`src/rtl/crc_eng_pkg.sv`:
```
package crc_eng_pkg;

  localparam int REG_W  = 32;
  localparam int BYTE_W = 8;

  typedef enum logic [1:0] {
    WSEL_8  = 2'b00,
    WSEL_16 = 2'b01,
    WSEL_32 = 2'b10
  } crc_wsel_e;

  typedef struct packed {
    logic [1:0]       wsel;
    logic [REG_W-1:0] poly;
    logic [REG_W-1:0] init;
    logic [REG_W-1:0] xor_out;
    logic             refl_in;
    logic             refl_out;
  } crc_cfg_t;

  // Number of result bits selected by a width code; code 3 acts as full width.
  function automatic int unsigned wsel_bits(input logic [1:0] w);
    if (w == WSEL_8)       return 8;
    else if (w == WSEL_16) return 16;
    else                   return REG_W;
  endfunction

  // Move a right-aligned narrow value to the top of the register.
  function automatic logic [REG_W-1:0] to_top(input logic [REG_W-1:0] v,
                                              input logic [1:0] w);
    return v << (REG_W - wsel_bits(w));
  endfunction

  function automatic logic [BYTE_W-1:0] flip_byte(input logic [BYTE_W-1:0] b);
    logic [BYTE_W-1:0] r;
    for (int i = 0; i < BYTE_W; i++) r[i] = b[BYTE_W-1-i];
    return r;
  endfunction

  function automatic logic [REG_W-1:0] flip_word(input logic [REG_W-1:0] b);
    logic [REG_W-1:0] r;
    for (int i = 0; i < REG_W; i++) r[i] = b[REG_W-1-i];
    return r;
  endfunction

endpackage

```
`src/rtl/crc_cfg_hold.sv`:
```
module crc_cfg_hold
  import crc_eng_pkg::*;
(
  input  logic     clk,
  input  logic     rst_n,
  input  logic     take_i,
  input  logic     first_i,
  input  logic     last_i,
  input  crc_cfg_t live_i,
  output crc_cfg_t eff_o,
  output logic     open_o
);

  crc_cfg_t held_q;
  logic     open_q;
  logic     load;

  assign load   = take_i & first_i;
  assign eff_o  = load ? live_i : held_q;
  assign open_o = open_q;

  always_ff @(posedge clk) begin
    if (!rst_n) begin
      held_q <= '0;
      open_q <= 1'b0;
    end else begin
      if (load) held_q <= live_i;
      if (take_i) open_q <= ~last_i;
    end
  end

  // captured settings only move when a message starts
  p_cfg_frozen_r8: assert property (@(posedge clk) disable iff (!rst_n)
    !load |=> $stable(held_q));

endmodule

```
`src/rtl/crc_byte_step.sv`:
```
module crc_byte_step
  import crc_eng_pkg::*;
#(
  parameter int RW = REG_W,
  parameter int BW = BYTE_W
) (
  input  logic [RW-1:0] state_i,
  input  logic [BW-1:0] data_i,
  input  logic [RW-1:0] poly_i,
  output logic [RW-1:0] state_o
);

  localparam int PAD_W = RW - BW;

  logic [RW-1:0] chain [0:BW];

  assign chain[0] = state_i ^ {data_i, {PAD_W{1'b0}}};

  for (genvar g = 0; g < BW; g++) begin : g_shift
    assign chain[g+1] = chain[g][RW-1] ? ((chain[g] << 1) ^ poly_i)
                                       :  (chain[g] << 1);
  end

  assign state_o = chain[BW];

endmodule

```
`src/rtl/crc_out_cond.sv`:
```
module crc_out_cond
  import crc_eng_pkg::*;
(
  input  logic             clk,
  input  logic             rst_n,
  input  logic             fire_i,
  input  logic [REG_W-1:0] state_i,
  input  logic [1:0]       wsel_i,
  input  logic             refl_out_i,
  input  logic [REG_W-1:0] xor_out_i,
  output logic             done_o,
  output logic [REG_W-1:0] value_o
);

  int unsigned      nbits;
  logic [REG_W-1:0] low_al;
  logic [REG_W-1:0] ordered;
  logic [REG_W-1:0] keep;
  logic [REG_W-1:0] result;
  logic             done_q;
  logic [REG_W-1:0] value_q;
  logic [1:0]       wsel_q;

  always_comb begin
    nbits   = wsel_bits(wsel_i);
    low_al  = state_i >> (REG_W - nbits);
    ordered = refl_out_i ? (flip_word(low_al) >> (REG_W - nbits)) : low_al;
    keep    = (nbits == REG_W) ? '1 : ((REG_W'(1) << nbits) - REG_W'(1));
    result  = (ordered ^ xor_out_i) & keep;
  end

  always_ff @(posedge clk) begin
    if (!rst_n) begin
      done_q  <= 1'b0;
      value_q <= '0;
      wsel_q  <= WSEL_32;
    end else begin
      done_q <= fire_i;
      if (fire_i) begin
        value_q <= result;
        wsel_q  <= wsel_i;
      end
    end
  end

  assign done_o  = done_q;
  assign value_o = value_q;

  // an 8-bit result leaves the upper bits clear
  p_narrow8_clear_r3: assert property (@(posedge clk) disable iff (!rst_n)
    (done_q && wsel_q == WSEL_8) |-> (value_q[REG_W-1:8] == '0));

  // a 16-bit result leaves the upper half clear
  p_narrow16_clear_r4: assert property (@(posedge clk) disable iff (!rst_n)
    (done_q && wsel_q == WSEL_16) |-> (value_q[REG_W-1:16] == '0));

endmodule

```
`src/rtl/crc_stream_engine.sv`:
```
module crc_stream_engine
  import crc_eng_pkg::*;
(
  input  logic             clk,
  input  logic             rst_n,
  input  logic [1:0]       cfg_width,
  input  logic [REG_W-1:0] cfg_poly,
  input  logic [REG_W-1:0] cfg_init,
  input  logic [REG_W-1:0] cfg_xor_out,
  input  logic             cfg_refl_in,
  input  logic             cfg_refl_out,
  input  logic             in_valid,
  output logic             in_ready,
  input  logic [BYTE_W-1:0] in_data,
  input  logic             in_first,
  input  logic             in_last,
  output logic             crc_done,
  output logic [REG_W-1:0] crc_value
);

  crc_cfg_t          live_cfg;
  crc_cfg_t          eff_cfg;
  logic              rdy_q;
  logic              xfer;
  logic              take;
  logic              fin;
  logic              msg_open;
  logic [REG_W-1:0]  crc_q;
  logic [REG_W-1:0]  base;
  logic [REG_W-1:0]  poly_top;
  logic [BYTE_W-1:0] byte_in;
  logic [REG_W-1:0]  next_state;

  assign live_cfg = '{wsel: cfg_width, poly: cfg_poly, init: cfg_init,
                      xor_out: cfg_xor_out, refl_in: cfg_refl_in,
                      refl_out: cfg_refl_out};

  assign in_ready = rdy_q;
  assign xfer     = in_valid & rdy_q;
  assign take     = xfer & (in_first | msg_open);
  assign fin      = take & in_last;

  crc_cfg_hold u_cfg (
    .clk     (clk),
    .rst_n   (rst_n),
    .take_i  (take),
    .first_i (in_first),
    .last_i  (in_last),
    .live_i  (live_cfg),
    .eff_o   (eff_cfg),
    .open_o  (msg_open)
  );

  assign base     = in_first ? to_top(eff_cfg.init, eff_cfg.wsel) : crc_q;
  assign poly_top = to_top(eff_cfg.poly, eff_cfg.wsel);
  assign byte_in  = eff_cfg.refl_in ? flip_byte(in_data) : in_data;

  crc_byte_step #(.RW(REG_W), .BW(BYTE_W)) u_step (
    .state_i (base),
    .data_i  (byte_in),
    .poly_i  (poly_top),
    .state_o (next_state)
  );

  always_ff @(posedge clk) begin
    if (!rst_n) begin
      rdy_q <= 1'b0;
      crc_q <= '0;
    end else begin
      rdy_q <= 1'b1;
      if (take) crc_q <= next_state;
    end
  end

  crc_out_cond u_out (
    .clk        (clk),
    .rst_n      (rst_n),
    .fire_i     (fin),
    .state_i    (next_state),
    .wsel_i     (eff_cfg.wsel),
    .refl_out_i (eff_cfg.refl_out),
    .xor_out_i  (eff_cfg.xor_out),
    .done_o     (crc_done),
    .value_o    (crc_value)
  );

  // once ready, the engine never withdraws it
  p_ready_kept_r1: assert property (@(posedge clk) disable iff (!rst_n)
    in_ready |=> in_ready);

  // every done pulse follows a transferred closing byte
  p_done_cause_r9: assert property (@(posedge clk) disable iff (!rst_n)
    crc_done |-> $past(fin));

  // the result only moves together with a done pulse
  p_value_hold_r9: assert property (@(posedge clk) disable iff (!rst_n)
    !$stable(crc_value) |-> crc_done);

  // a stray byte outside a message yields no done
  p_stray_quiet_r10: assert property (@(posedge clk) disable iff (!rst_n)
    (xfer && !in_first && !msg_open) |=> !crc_done);

endmodule

```
`config.mk`:
```
export PLATFORM = sky130hd
export DESIGN_NAME = crc_stream_engine
export DESIGN_NICKNAME = d
export VERILOG_FILES = /design/src/rtl/crc_eng_pkg.sv /design/src/rtl/crc_cfg_hold.sv /design/src/rtl/crc_byte_step.sv /design/src/rtl/crc_out_cond.sv /design/src/rtl/crc_stream_engine.sv
export SDC_FILE = /design/constraint.sdc
export NUM_CORES = 1
export LEC_CHECK = 0
export BUFFER_PORTS_ARGS = -buffer_cell sky130_fd_sc_hd__buf_2
export CORE_MARGIN = 1
export CORE_UTILIZATION = 43
export CTS_BUF_LIST = sky130_fd_sc_hd__clkbuf_8
export DETAILED_ROUTE_END_ITERATION = 16
export GPL_ROUTABILITY_DRIVEN = 0
export PLACE_DENSITY = 0.7
export SYNTH_ARGS = -nofsm -noshare
export SYNTH_HDL_FRONTEND = slang
export SYNTH_SLANG_ARGS = --single-unit
```
`constraint.sdc`:
```
create_clock -name clk -period 9.55 [get_ports clk]
set_clock_uncertainty 0.05 [all_clocks]
set_input_delay 1.91 -clock clk [delete_from_list [all_inputs] [get_ports clk]]
set_output_delay 1.91 -clock clk [all_outputs]
set_load 0.005 [all_outputs]
```
* Word-level counts from Yosys, hierarchy flattened *
Index checks and enable logic that the tools add are counted.

cells by class
  equality and inequality tests = 2
  shifts and indexed selects = 5
  mux-type cells = 16
  add/subtract/negate cells = 2
  reduce and logical (&&, ||, !) cells = 1
  bitwise gates (word level) = 17

operators by type and width
  operator                 number
  $mux W32                 12
  $xor A32 B32 Y32         10
  $mux W100                1
  $shl A32 B32 Y32         2
  $shr A32 B32 Y32         2
  $and A32 B32 Y32         1
  $eq A32 B6 Y1 const B    1
  $shl A1 B32 Y32 const A  1
  $sub A32 B1 Y32 const B  1
  $sub A6 B32 Y32 const A  1
  $mux W8                  1
  $mux W6                  1
  $and A1 B1 Y1            4
  $eq A2 B1 Y1 const B     1
  $logic_not A2 Y1         1
  $mux W1                  1
  $not A1 Y1               1
  $or A1 B1 Y1             1

storage, ports and cells
  logic and storage cells = 54
  flip-flop bits (word level) = 167
  input port bits = 113
  output and inout port bits = 34

* Depth between registers and ports, before layout *
  word-level depth = 32
  depth in mapped cells = 28

* Cells and area by module *
A second synthesis with hierarchy kept.

second synthesis, totals
  cells, all modules = 1,782
  area, all modules = 14,282.4 um^2

by module, submodules not included
  module             times used  cells each  area each (um^2)
  crc_cfg_hold       1           571         5,056.1
  crc_byte_step      1           599         4,335.4
  crc_out_cond       1           300         2,473.6
  crc_stream_engine  1           312         2,417.3

* Least setup slack after synthesis *
OpenSTA, ideal clock, no wires.

  path kind = input-to-reg
  start point = input port in_valid
  end point = register u_out.value_q[2] (netlist: u_out.value_o[2])
  slack = 2.553 ns
  buffers on the path = 3
  arrival time = 6.886 ns
  stages on the path = 22
  cell sequence = buf_4 > nand3_2 > mux2i_4 > mux2i_1 > xnor2_2 > buf_6 > nand4_1 > and3_4 > a211oi_4 > mux2_2 > nor3_2 > xnor2_2 > mux2_2 > a211o_1 > and2_4 > buf_2 > a222oi_1 > xnor2_1 > or2_1 > a21oi_1 > mux2_1 > nand3_1

on the way
  word-level cells in the longest chain between the ends = 32
  elaborated cells on any way between the ends = 40
  those cells by class = 2 x add/sub; 2 x eq/ne; 5 x shift; 15 x mux; 15 x bitwise; 1 x reduce/logical

ends and longest elaborated chain
  element               line                                    RTL
  from (decl)           crc_stream_engine.sv:12                 input logic in_valid,
  $and A1 B1 Y1 (*)     crc_stream_engine.sv:39                 assign xfer = in_valid & rdy_q;
  $and A1 B1 Y1 (*)     crc_stream_engine.sv:40                 assign take = xfer & (in_first | msg_open);
  $and A1 B1 Y1         crc_cfg_hold.sv:18                      assign load = take_i & first_i;
  $mux W100             crc_cfg_hold.sv:19                      assign eff_o = load ? live_i : held_q;
  $eq A2 B1 Y1          crc_eng_pkg.sv:24                       else if (w == WSEL_16) return 16;
  $mux W6               crc_eng_pkg.sv:24
  $mux W32              crc_eng_pkg.sv:23                       if (w == WSEL_8) return 8;
  $sub A6 B32 Y32       crc_out_cond.sv:26, crc_out_cond.sv:27
  [16 not listed]       n/a
  $mux W32              crc_byte_step.sv:20                     assign chain[g+1] = chain[g][RW-1] ? ((chain[g] << 1) ^ poly_i)
  $xor A32 B32 Y32      crc_byte_step.sv:20
  $mux W32              crc_byte_step.sv:20
  $shr A32 B32 Y32      crc_out_cond.sv:26                      low_al = state_i >> (REG_W - nbits);
  $shr A32 B32 Y32      crc_out_cond.sv:27                      ordered = refl_out_i ? (flip_word(low_al) >> (REG_W - nbits)) : low_al;
  $mux W32              crc_out_cond.sv:27
  $xor A32 B32 Y32      crc_out_cond.sv:29                      result = (ordered ^ xor_out_i) & keep;
  $and A32 B32 Y32      crc_out_cond.sv:29
  to (signal assigned)  crc_out_cond.sv:40                      value_q <= result;
  to (decl)             crc_out_cond.sv:21                      logic [REG_W-1:0] value_q;

Mark *: on every way between the ends. The rest lies on a longest branch, timed or not.
A chain may end at the register's enable or synchronous reset.

* Worst setup path in the final report *
Same ends and word-level chain as after synthesis.

==> flow_summary_export.csv <==
group,metric,value,unit
final_layout,final_common_cell,"sky130_fd_sc_hd__nand2_1",
power_and_ir_drop,power_density,176,nW/um^2
global_route,globalRouteOverflowTotal,0,
sta,report.final.hold_viol_count,0,
clock_network,cts.sink_count,167,
sta,max_slew_margin,0.227,
setup_path,ff2ff_path_depth,21,
setup_path,start_kind,"input pin",
final_layout,antenna_cells_inserted,0,
detailed_routing,routed_wire_length_per_instance,21.5,um
power_and_ir_drop,power_frac_clock,0.214,
run_status,outcome,"completed",
yosys,synthesis.nets,1888,
yosys,synthesis.yosys.warnings,0,
final_layout,finalNonFillerCells,2261,
global_route,antenna_found_initial,0,
final_layout,layout.core_utilization,0.489,
setup_path,cell_by_cell_listing_of_the_critical_path,"buf_2 -> nand3_4 -> buf_12 -> nand3_1 -> o211a_1 -> nor3_1 -> mux2i_1 -> a21o_1 -> a211oi_4 -> mux2i_1 -> o21a_1 -> or2_0 -> o22ai_1 -> o31ai_4 -> nand2_1 -> o41ai_1 -> nor3_2 -> xnor2_2 -> nand2_1 -> a21oi_1 -> mux2_1 -> nand3_1",
sta,finalCriticalPeriod,8.64,ns
final_layout,final_cell_mix,"sky130_fd_sc_hd__nand2_1 (318), sky130_fd_sc_hd__xnor2_1 (209), sky130_fd_sc_hd__dfxtp_1 (167)",
floorplanning,core_area,30900,sq um
clock_network,htree_levels,4,
power_and_ir_drop,total_power,2.66,mW
detailed_routing,vias_post_dr,13900,
sta,fin_setup_tns,0,ns
setup_path,worstPathArrival,9.02,ns
job,max_cap_violations,0,
power_and_ir_drop,cellInternalPower,1.46,mW
detailed_routing,dr.pass1.iters,8,
clock_network,ctsHoldBuffers,0,
yosys,yosys_register_bits,167,
clock_network,cts_tree,"done",
yosys,edff_count_synth,0,
detailed_routing,vias_per_cell,6.13,
global_route,grt_pass1_vias,12800,
floorplanning,die-area,32400,sq um
global_route,grtUsageTotal,0.294,
min_path,hold_path_class,"flop to flop",
final_layout,n_fill_cell,3015,
power_and_ir_drop,swShare,0.451,
yosys,synthesis.area,13600,sq um
global_route,grt_start_max_net_pins,134,
power_and_ir_drop,power_leakage,5.93,nW
floorplanning,die_height,180,um
detailed_routing,sum_of_routed_wire_length_over_all_layers,48.7,mm
placement,placedCellCount,2229,
detailed_routing,drt_first_iter_violations,1896,
min_path,timing.hold.worst_path_depth,2,
setup_path,timing.critical_path.slowest_cell_delay,0.63,ns
placement,dpl.hpwl,35.4,mm
final_layout,layout-area-overhead-vs-synth,10.9,%
sta,tightestPinTransition,1.13,ns
clock_network,clock_tree.root_cell,"sky130_fd_sc_hd__clkbuf_8",
setup_path,timing_worst_setup_path_type,"input pin to flop",
yosys,synth_top_flop_cell,"sky130_fd_sc_hd__dfxtp_1",
setup_path,worstSetupEndpointType,"flop",
sta,timing.fmax,116,MHz
setup_path,worst_ep_required_time,9.94,ns
power_and_ir_drop,worst_ir_drop_vdd,91.5,uV
clock_network,cts_buffer_depth,2,
sta,layout_worst_path_cycle_share,0.904,
sta,rsz0062_at_grt,"false",
global_route,grt_first_pass_wirelength,74.6,mm
floorplanning,number_of_standard_cell_rows_in_the_floorplan,64,
clock_network,worst_setup_hold_path_clk_slew,0.10,ns
clock_network,clk_latency,0.49,ns
clock_network,post-cts-setup-buffer-count,0,
detailed_routing,postRouteAntennaNets,0,
floorplanning,initial_core_util,0.441,
yosys,syn_inst,1775,
final_layout,post_layout_nets,1965,
clock_network,cts_resized,0,
yosys,synthArstFlopShare,0,
yosys,ys_types,85,
detailed_routing,drcViolationCount,0,
setup_path,timing.critical_path.slowest_stage_cell,"sky130_fd_sc_hd__xnor2_2",
power_and_ir_drop,seq_power_share,0.276,
placement,port-buffer-count,146,
yosys,synth.avg_cell_area,7.68,sq um
floorplanning,die_width,180,um
floorplanning,boundaryPins,147,
sta,final-setup-viol-count,0,
sta,finalMaxSlewViolations,0,
yosys,synth-seq-area-share,0.245,
power_and_ir_drop,pwr-share-comb,0.509,
final_layout,drive_above_1_share,0.155,
sta,fin_worst_hold_slack,0.401,ns
setup_path,maximum_fanout_encountered_on_the_critical_timing_path,119,
power_and_ir_drop,net-switching-power,1.20,mW
clock_network,cts_buffer_count,17,
[final timing paths]
| path | from | to | slack (ns) |
|---|---|---|---|
| worst max-delay path | in_valid | u_out.value_o[2]$_SDFFE_PN0P_ | 0.91 |
| worst min register to register | u_out.value_o[11]$_SDFFE_PN0P_ | u_out.value_o[11]$_SDFFE_PN0P_ | 0.40 |
| worst min-delay path | u_out.value_o[11]$_SDFFE_PN0P_ | u_out.value_o[11]$_SDFFE_PN0P_ | 0.40 |
| worst max register to register | in_ready$_DFF_P_ | u_out.value_o[2]$_SDFFE_PN0P_ | 2.06 |
[per-stage QoR]
step,instance area (sq um),worst slack (ns)
floorplan,13600,2.55
global placement,14700,0.922
detailed placement,14700,0.778
CTS,15100,1.28
global route,15100,0.591
finish,15100,0.914
[metal layers]
metal | up-vias | wire length [um] | global-route usage
met5 | - | 0 | 0
met4 | 0 | 2700 | 0.151
met3 | 176 | 5820 | 0.0768
met2 | 917 | 20600 | 0.442
met1 | 6459 | 19600 | 0.388
li1 | 6299 | - | -
[synthesized netlist by cell type (9+ instances only)]
library cell / count / area, sq um
sky130_fd_sc_hd__a21boi_0: 29 / 218
sky130_fd_sc_hd__a21oi_1: 86 / 430
sky130_fd_sc_hd__a221oi_1: 11 / 96.3
sky130_fd_sc_hd__a22o_1: 19 / 166
sky130_fd_sc_hd__a22oi_1: 13 / 97.6
sky130_fd_sc_hd__and2_1: 18 / 113
sky130_fd_sc_hd__and3_1: 12 / 75.1
sky130_fd_sc_hd__buf_1: 22 / 82.6
sky130_fd_sc_hd__buf_2: 24 / 120
sky130_fd_sc_hd__clkbuf_1: 79 / 297
sky130_fd_sc_hd__dfxtp_1: 167 / 3340
sky130_fd_sc_hd__mux2_2: 17 / 191
sky130_fd_sc_hd__mux2i_1: 124 / 1240
sky130_fd_sc_hd__nand2_1: 318 / 1190
sky130_fd_sc_hd__nand3_1: 27 / 135
sky130_fd_sc_hd__nor2_1: 137 / 514
sky130_fd_sc_hd__nor2b_1: 84 / 526
sky130_fd_sc_hd__nor3_1: 25 / 125
sky130_fd_sc_hd__o211a_1: 9 / 90.1
sky130_fd_sc_hd__o211ai_1: 16 / 120
sky130_fd_sc_hd__o21ai_0: 54 / 270
sky130_fd_sc_hd__o21ai_1: 12 / 60.1
sky130_fd_sc_hd__o221ai_1: 11 / 96.3
sky130_fd_sc_hd__o22ai_1: 31 / 194
sky130_fd_sc_hd__o32ai_1: 9 / 78.8
sky130_fd_sc_hd__xnor2_1: 210 / 1840
sky130_fd_sc_hd__xor2_1: 48 / 420
[cell type report]
cell class,count,area (sq um),share of cell area
clock inverter,14,185,0.0122
timing repair buffer,193,1100,0.0727
multi-input combinational,1466,9720,0.643
sequential,167,3340,0.221
tap,396,495,0.0328
inverter,7,26.3,0.00174
clock buffer,18,248,0.0164
[critical path: cells and delay by family]
kind                   cells  cell delay [ns]
XOR/XNOR                   1             0.63
buffers and inverters      2             0.72
AND/OR/NAND/NOR            8             2.01
AO/OA/AOI/OAI              8             2.79
multiplexers               3             0.85
[power groups by stage]
stage | Clock [mW] | Combinational (mW) | Sequential, mW
final | 0.570 | 1.36 | 0.735
after global routing | 0.601 | 1.42 | 0.738
after floorplan | 0 | 0.942 | 0.745
after global placement | 0 | 1.28 | 0.750
after detailed placement | 0 | 1.29 | 0.751
after CTS | 0.575 | 1.30 | 0.735
[logic make-up after synthesis]
family	after synthesis	share of synthesized area
simple gates	665	0.222
compound gates	388	0.199
xor+xnor	267	0.177
flops	167	0.245
mux	146	0.111
buf+inv	142	0.0449
Power figures use the tool's default switching activity.
